**src/rtl/lhm_pkg.sv**
```systemverilog
// Shared types and field positions for the link health monitor.
// Assumes: a single link, three status lines, 16-bit registers.
package lhm_pkg;
    // one synchronised status sample
    typedef struct packed {
        logic er;   // error line
        logic dv;   // data-valid line
        logic sd;   // signal-present line
    } link_sample_t;

    // sticky fault flag indices
    localparam int FLT_LOS  = 0;
    localparam int FLT_IDLE = 1;
    localparam int FLT_CEXT = 2;
    localparam int FLT_ERRW = 3;
    localparam int FLT_NUM  = 4;

    // control bit count and register width
    localparam int CTL_W = 6;
    localparam int REG_W = 16;
endpackage

```
**src/rtl/lhm_sync.sv**
```systemverilog
// Two-stage level synchroniser for a bundle of asynchronous lines.
// Assumes: each line is a slow level; bits are not guaranteed coherent.
module lhm_sync #(
    parameter int W = 3
) (
    input  logic         clk,
    input  logic         rst_n,
    input  logic [W-1:0] async_i,
    output logic [W-1:0] sync_o
);
    logic [W-1:0] stage1_q;
    logic [W-1:0] stage2_q;

    // shift the raw lines through two flops
    always_ff @(posedge clk) begin
        if (!rst_n) begin
            stage1_q <= '0;
            stage2_q <= '0;
        end else begin
            stage1_q <= async_i;
            stage2_q <= stage1_q;
        end
    end

    assign sync_o = stage2_q;
endmodule

```
**src/rtl/lhm_fault_tracker.sv**
```systemverilog
// Classifies each synchronised sample, keeps sticky fault flags and a
// saturating error counter, and restarts both at the end of a sync idle.
// Assumes: one sample per clock; count enables come from the register block.
module lhm_fault_tracker
    import lhm_pkg::*;
#(
    parameter int CNT_W    = 10,
    parameter int SYNC_RUN = 3
) (
    input  logic               clk,
    input  logic               rst_n,
    input  link_sample_t       smp_i,
    input  logic               cnt_cext_en_i,
    input  logic               cnt_errw_en_i,
    output logic [FLT_NUM-1:0] flags_o,
    output logic [CNT_W-1:0]   err_cnt_o
);
    localparam int             RUN_W    = $clog2(SYNC_RUN + 1);
    localparam logic [RUN_W-1:0] RUN_FULL = RUN_W'(SYNC_RUN);
    localparam logic [CNT_W-1:0] CNT_MAX  = '1;

    logic [FLT_NUM-1:0] cur_flt;
    logic [FLT_NUM-1:0] flags_q;
    logic [CNT_W-1:0]   cnt_q;
    logic [RUN_W-1:0]   run_q;
    logic               idle_now;
    logic               sync_end;
    logic               cnt_inc;

    // decode this cycle's fault class from the three lines
    always_comb begin
        cur_flt           = '0;
        cur_flt[FLT_LOS]  = ~smp_i.sd;
        cur_flt[FLT_IDLE] = smp_i.sd & ~smp_i.dv & ~smp_i.er;
        cur_flt[FLT_CEXT] = smp_i.sd & ~smp_i.dv &  smp_i.er;
        cur_flt[FLT_ERRW] = smp_i.sd &  smp_i.dv &  smp_i.er;
    end

    assign idle_now = ~smp_i.dv & ~smp_i.er;
    assign sync_end = ~idle_now & (run_q == RUN_FULL);
    assign cnt_inc  = (cnt_cext_en_i & cur_flt[FLT_CEXT]) |
                      (cnt_errw_en_i & cur_flt[FLT_ERRW]);

    // measure the current idle run, saturating at the sync threshold
    always_ff @(posedge clk) begin
        if (!rst_n)            run_q <= '0;
        else if (!idle_now)    run_q <= '0;
        else if (run_q != RUN_FULL) run_q <= run_q + 1'b1;
    end

    // accumulate sticky flags; restart from this sample at sync end
    always_ff @(posedge clk) begin
        if (!rst_n)        flags_q <= '0;
        else if (sync_end) flags_q <= cur_flt;
        else               flags_q <= flags_q | cur_flt;
    end

    // saturating error counter; restart from this sample at sync end
    always_ff @(posedge clk) begin
        if (!rst_n)                         cnt_q <= '0;
        else if (sync_end)                  cnt_q <= CNT_W'(cnt_inc);
        else if (cnt_inc && cnt_q != CNT_MAX) cnt_q <= cnt_q + 1'b1;
    end

    assign flags_o   = flags_q;
    assign err_cnt_o = cnt_q;

    AST_FLAGS_STICKY: assert property (@(posedge clk) disable iff (!rst_n)
        !sync_end |=> ((flags_q & $past(flags_q)) == $past(flags_q)));
    AST_CNT_ONE_STEP: assert property (@(posedge clk) disable iff (!rst_n)
        !sync_end |=> (cnt_q == $past(cnt_q) || cnt_q == $past(cnt_q) + 1'b1));
    AST_CNT_SATURATES: assert property (@(posedge clk) disable iff (!rst_n)
        (cnt_q == CNT_MAX && !sync_end) |=> cnt_q == CNT_MAX);
    AST_SYNC_RESTARTS: assert property (@(posedge clk) disable iff (!rst_n)
        sync_end |=> cnt_q <= CNT_W'(1));
endmodule

```
**src/rtl/lhm_regs.sv**
```systemverilog
// Register block: holds transceiver controls and count-source selects,
// and returns the addressed 16-bit register on a combinational read.
// Assumes: write strobe is one cycle wide; address is stable while reading.
module lhm_regs
    import lhm_pkg::*;
#(
    parameter int CNT_W = 10
) (
    input  logic               clk,
    input  logic               rst_n,
    input  logic               we_i,
    input  logic               addr_i,
    input  logic [REG_W-1:0]   wdata_i,
    input  link_sample_t       smp_i,
    input  logic [FLT_NUM-1:0] flags_i,
    input  logic [CNT_W-1:0]   err_cnt_i,
    output logic [CTL_W-1:0]   ctrl_o,
    output logic               cnt_cext_en_o,
    output logic               cnt_errw_en_o,
    output logic [REG_W-1:0]   rdata_o
);
    localparam int SEL_CEXT = 12;
    localparam int SEL_ERRW = 13;

    logic [CTL_W-1:0] ctrl_q;
    logic [1:0]       sel_q;
    logic             wr_csr;
    logic             wr_cnt;
    logic             unused_wbits;

    assign wr_csr = we_i & ~addr_i;
    assign wr_cnt = we_i &  addr_i;
    assign unused_wbits = ^{wdata_i[15:14], wdata_i[11:CTL_W]};

    // control bits, written through register 0
    always_ff @(posedge clk) begin
        if (!rst_n)      ctrl_q <= '0;
        else if (wr_csr) ctrl_q <= wdata_i[CTL_W-1:0];
    end

    // count-source selects, written through register 1
    always_ff @(posedge clk) begin
        if (!rst_n)      sel_q <= '0;
        else if (wr_cnt) sel_q <= {wdata_i[SEL_ERRW], wdata_i[SEL_CEXT]};
    end

    // assemble the addressed register for reading
    always_comb begin
        rdata_o = '0;
        if (!addr_i) begin
            rdata_o[CTL_W-1:0] = ctrl_q;
            rdata_o[8]         = smp_i.sd;
            rdata_o[9]         = smp_i.dv;
            rdata_o[10]        = smp_i.er;
            rdata_o[15:12]     = flags_i;
        end else begin
            rdata_o[CNT_W-1:0] = err_cnt_i;
            rdata_o[SEL_CEXT]  = sel_q[0];
            rdata_o[SEL_ERRW]  = sel_q[1];
        end
    end

    assign ctrl_o        = ctrl_q;
    assign cnt_cext_en_o = sel_q[0];
    assign cnt_errw_en_o = sel_q[1];

    AST_CTRL_HOLD: assert property (@(posedge clk) disable iff (!rst_n)
        !wr_csr |=> $stable(ctrl_q));
    AST_SEL_HOLD: assert property (@(posedge clk) disable iff (!rst_n)
        !wr_cnt |=> $stable(sel_q));
endmodule

```
**src/rtl/link_health_monitor.sv**
```systemverilog
// Top: synchronises the link status lines, tracks faults and errors,
// and exposes controls and status through two 16-bit registers.
// Assumes: status lines are asynchronous levels; one register access per cycle.
module link_health_monitor
    import lhm_pkg::*;
#(
    parameter int CNT_W    = 10,
    parameter int SYNC_RUN = 3
) (
    input  logic        clk,
    input  logic        rst_n,
    input  logic        sig_det_i,
    input  logic        rx_valid_i,
    input  logic        rx_err_i,
    input  logic        reg_we_i,
    input  logic        reg_addr_i,
    input  logic [15:0] reg_wdata_i,
    output logic [15:0] reg_rdata_o,
    output logic        xcvr_en_o,
    output logic        tx_en_o,
    output logic        tx_err_o,
    output logic        loop_en_o,
    output logic        prbs_en_o,
    output logic        tx_dis_o
);
    logic [2:0]         sync_bits;
    link_sample_t       smp;
    logic [FLT_NUM-1:0] flags;
    logic [CNT_W-1:0]   err_cnt;
    logic [CTL_W-1:0]   ctrl;
    logic               sel_cext;
    logic               sel_errw;

    lhm_sync #(.W(3)) u_sync (
        .clk     (clk),
        .rst_n   (rst_n),
        .async_i ({rx_err_i, rx_valid_i, sig_det_i}),
        .sync_o  (sync_bits)
    );

    assign smp = link_sample_t'(sync_bits);

    lhm_fault_tracker #(.CNT_W(CNT_W), .SYNC_RUN(SYNC_RUN)) u_track (
        .clk           (clk),
        .rst_n         (rst_n),
        .smp_i         (smp),
        .cnt_cext_en_i (sel_cext),
        .cnt_errw_en_i (sel_errw),
        .flags_o       (flags),
        .err_cnt_o     (err_cnt)
    );

    lhm_regs #(.CNT_W(CNT_W)) u_regs (
        .clk           (clk),
        .rst_n         (rst_n),
        .we_i          (reg_we_i),
        .addr_i        (reg_addr_i),
        .wdata_i       (reg_wdata_i),
        .smp_i         (smp),
        .flags_i       (flags),
        .err_cnt_i     (err_cnt),
        .ctrl_o        (ctrl),
        .cnt_cext_en_o (sel_cext),
        .cnt_errw_en_o (sel_errw),
        .rdata_o       (reg_rdata_o)
    );

    assign xcvr_en_o = ctrl[0];
    assign tx_en_o   = ctrl[1];
    assign tx_err_o  = ctrl[2];
    assign loop_en_o = ctrl[3];
    assign prbs_en_o = ctrl[4];
    assign tx_dis_o  = ctrl[5];
endmodule

```
**config.mk**
```make
export PLATFORM = sky130hd
export DESIGN_NAME = link_health_monitor
export DESIGN_NICKNAME = d
export VERILOG_FILES = /design/src/rtl/lhm_pkg.sv /design/src/rtl/lhm_sync.sv /design/src/rtl/lhm_fault_tracker.sv /design/src/rtl/lhm_regs.sv /design/src/rtl/link_health_monitor.sv
export SDC_FILE = /design/constraint.sdc
export NUM_CORES = 1
export LEC_CHECK = 0
export CORE_MARGIN = 10
export CORE_UTILIZATION = 49
export CTS_CLUSTER_SIZE = 16
export DETAILED_ROUTE_END_ITERATION = 12
export GPL_ROUTABILITY_DRIVEN = 0
export PLACE_DENSITY = 0.89
export SYNTH_ARGS = -nofsm -noshare
export SYNTH_HDL_FRONTEND = slang
export SYNTH_SLANG_ARGS = --single-unit
```
**constraint.sdc**
```tcl
create_clock -name clk -period 2.59 [get_ports clk]
set_input_delay 0.259 -clock clk [delete_from_list [all_inputs] [get_ports clk]]
set_output_delay 0.259 -clock clk [all_outputs]
set_load 0.02 [all_outputs]
```
==> flow_summary.toml <==
[detailed_routing]
wl_met3_um = 383
ant_nets = 0
num_vias = 1236
drtIter0Drc = 51
wl_met2_um = 1600
met1_length_um = 1380
wl_per_cell_um = 15.6
drcViolationCount = 0
dr.pass1.iters = 4
highest_layer = "met4"
totalWireLength_um = 3400
viasPerCell = 5.67

[clocking]
clockBufferDepth = 2
cts.sink_count = 30
hold_buffers = 0
clk_pin_slew_ns = 0.10
clk_latency_ns = 0.33
cts_tree = "done"
cts_buffers = 5
htreeDepth = 2
post_cts_resized = 0
root_buffer = "clkbuf_4"
cts_setup_buffers = 0

[timing]
tightest_slew_ns = 0.636
grt_setup_unrepaired = "false"
report.final.hold_viol_count = 0
max-slew-margin-rel_pct = 57.5
finalSetupTns_ns = 0
final_max_slew_viol_count = 0
finClkSkew_ns = 0.00579
setup_violations = 0
post-route-min-period_ns = 2.12
finalCritPeriodShare_pct = 82.0
fmax_mhz = 471

[setup_path]
cp_slowest_cell = "clkdlybuf4s50_1"
endpoint_kind = "output port"
path_class = "in2out"
path_max_fanout = 19
cp_num_buf_inv = 3
cp_cell_sequence = "clkdlybuf4s50_1 -> buf_4 -> mux2_2 -> clkdlybuf4s50_1"
crit_arrival_ns = 1.87
worst_path_most_repeated_cell = "clkdlybuf4s50_1"
cp_top_family = "buffers and inverters"
cp_slowest_stage_delay_ns = 0.54
critical_path_required_ns = 2.33
cp-start-kind = "primary input"

[die]
fp.dieW_um = 73.9
design.core.area_um2 = 2760
fp-row-count = 19
pin_count = 45
die-height_um = 73.9
die_area_um2 = 5460
initial_core_util_pct = 51.6

[global_route]
antenna_found_initial = 0
grt_pass1_wl_um = 5960
grt_overflow = 0
grtUsageTotal_pct = 13.6
grt_pass1_vias = 1323
grt_max_degree = 20

[yosys]
yosys_warnings = 0
synth_seq_cells = 30
yosysSeqAreaShare_pct = 42.2
synth_cells = 149
netlist-cell-type-count = 37
ys.flop_type = "dfxtp_1"
synth_area_um2 = 1420
async_flop_share_pct = 0
avgSynthCellArea_um2 = 9.56
synth_edf_count = 0
syn_nets = 174

[min_path]
min_path_type = "reg2reg"

[outcome]
status = "finished, final reports clean"

[pwr]
vdd_drop_max_mv = 0.625
p_leak_uw = 0.000714
powerDensity_nw_per_um2 = 579

[placed_design]
io_buffer_count = 35
dp_hpwl_um = 2600
dp.cells = 210
placed_area_um2 = 1790

[layout]
layout_common_cells = "35 x clkdlybuf4s50_1, 30 x dfxtp_1, 13 x nand2_1"
layout_commonest_cell = "clkdlybuf4s50_1"
synthToLayoutAreaGrowth_pct = 33.4
fin_area_um2 = 1900
final_cells = 218
drive_gt1_share_pct = 13.4
n_antenna_cell = 0
layout.nets = 211

[flow_run]
drv_cap = 0
layer usage:
layer  track usage, %  vias to the layer above
li1                 -                      602
met3             8.88                        6
met2             22.1                       50
met4             3.52                        0
met1             14.3                      578
met5                0                        -
where the power goes:
group	internal (uW)	switching, uW	leakage [uW]
combinational	62.6	51.7	0.000411
clock	327	170	0.0000585
sequential	477	11.8	0.000245
per-stage QoR:
| stage | worst slack [ns] | hold slack (ns) | power [uW] | utilization [%] |
|---|---|---|---|---|
| 2_1_floorplan | 1.04 | 0.386 | 561 | - |
| 3_3_place_gp | 0.472 | 0.417 | 609 | 64.8 |
| 3_5_place_dp | 0.462 | 0.420 | 614 | 64.8 |
| 4_1_cts | 0.460 | 0.445 | 1110 | 68.9 |
| 5_1_grt | 0.393 | 0.466 | 1140 | 68.9 |
| 6_report | 0.465 | 0.441 | 1100 | 68.9 |
final cells by class:
type	instances	area, um^2
multi-input cells	111	779
fillers	208	858
clock inverters	2	60.1
inverters	1	3.75
well taps	31	38.8
clock buffers	6	51.3
flip-flops and latches	30	601
repair buffers	37	365
logic make-up (layout without fill, tap and decap cells):
kind of cell               count (synthesis)  in the layout  synth area share (%)
adders and majority gates                  2              2                  1.76
xor gates and xnor gates                   1              1                 0.615
other                                      1              1                 0.263
AOI/OAI and AO/OA                         23             23                  11.5
muxes                                     21             21                  16.0
and+or+nand+nor                           63             63                  24.6
buffers and inverters                      8             46                  3.08
DFF                                       30             30                  42.2
worst reg2reg max path, stage by stage (launching register included):
cell      delay, ns
dfxtp_1        0.44
ha_1           0.26
nand4_2        0.20
o311ai_4       0.46
mux2i_1        0.25
nor2_1         0.06
synthesized netlist by cell type, types with 2 or more instances:
library cell,instances,area share [%]
buf_2,2,0.70
and2_1,10,4.4
nand2_1,13,3.4
and3_1,2,0.88
mux2i_1,10,7.0
nor2b_1,11,4.8
dfxtp_1,30,42
or3_1,3,1.3
nor2_1,10,2.6
a21oi_1,6,2.1
nor3_1,4,1.4
nand3_1,3,1.1
clkbuf_1,3,0.79
ha_1,2,1.8
a21boi_0,3,1.6
nand4_2,2,1.8
o21ai_0,6,2.1
mux2_2,10,7.9
registers in the layout (all words and copies together) (netlist names):
name,count
u_regs.sel_q,2
u_track.flags_o,4
u_sync.stage1_q,3
u_track.run_q,2
u_sync.sync_o,3
u_regs.ctrl_o,6
u_track.err_cnt_o,10
final timing paths:
| check | cells after the start | end | slack, ns | start |
|---|---|---|---|---|
| max | 4 | reg_rdata_o[13] | 0.47 | reg_addr_i |
| min | 1 | u_sync.sync_o[0] | 0.44 | u_sync.stage1_q[0] |
| max reg2reg | 5 | u_track.err_cnt_o[1] | 0.81 | u_track.err_cnt_o[0] |
| min reg2reg | 1 | u_sync.sync_o[0] | 0.44 | u_sync.stage1_q[0] |
No activity file was read; power rests on OpenSTA's default activity.
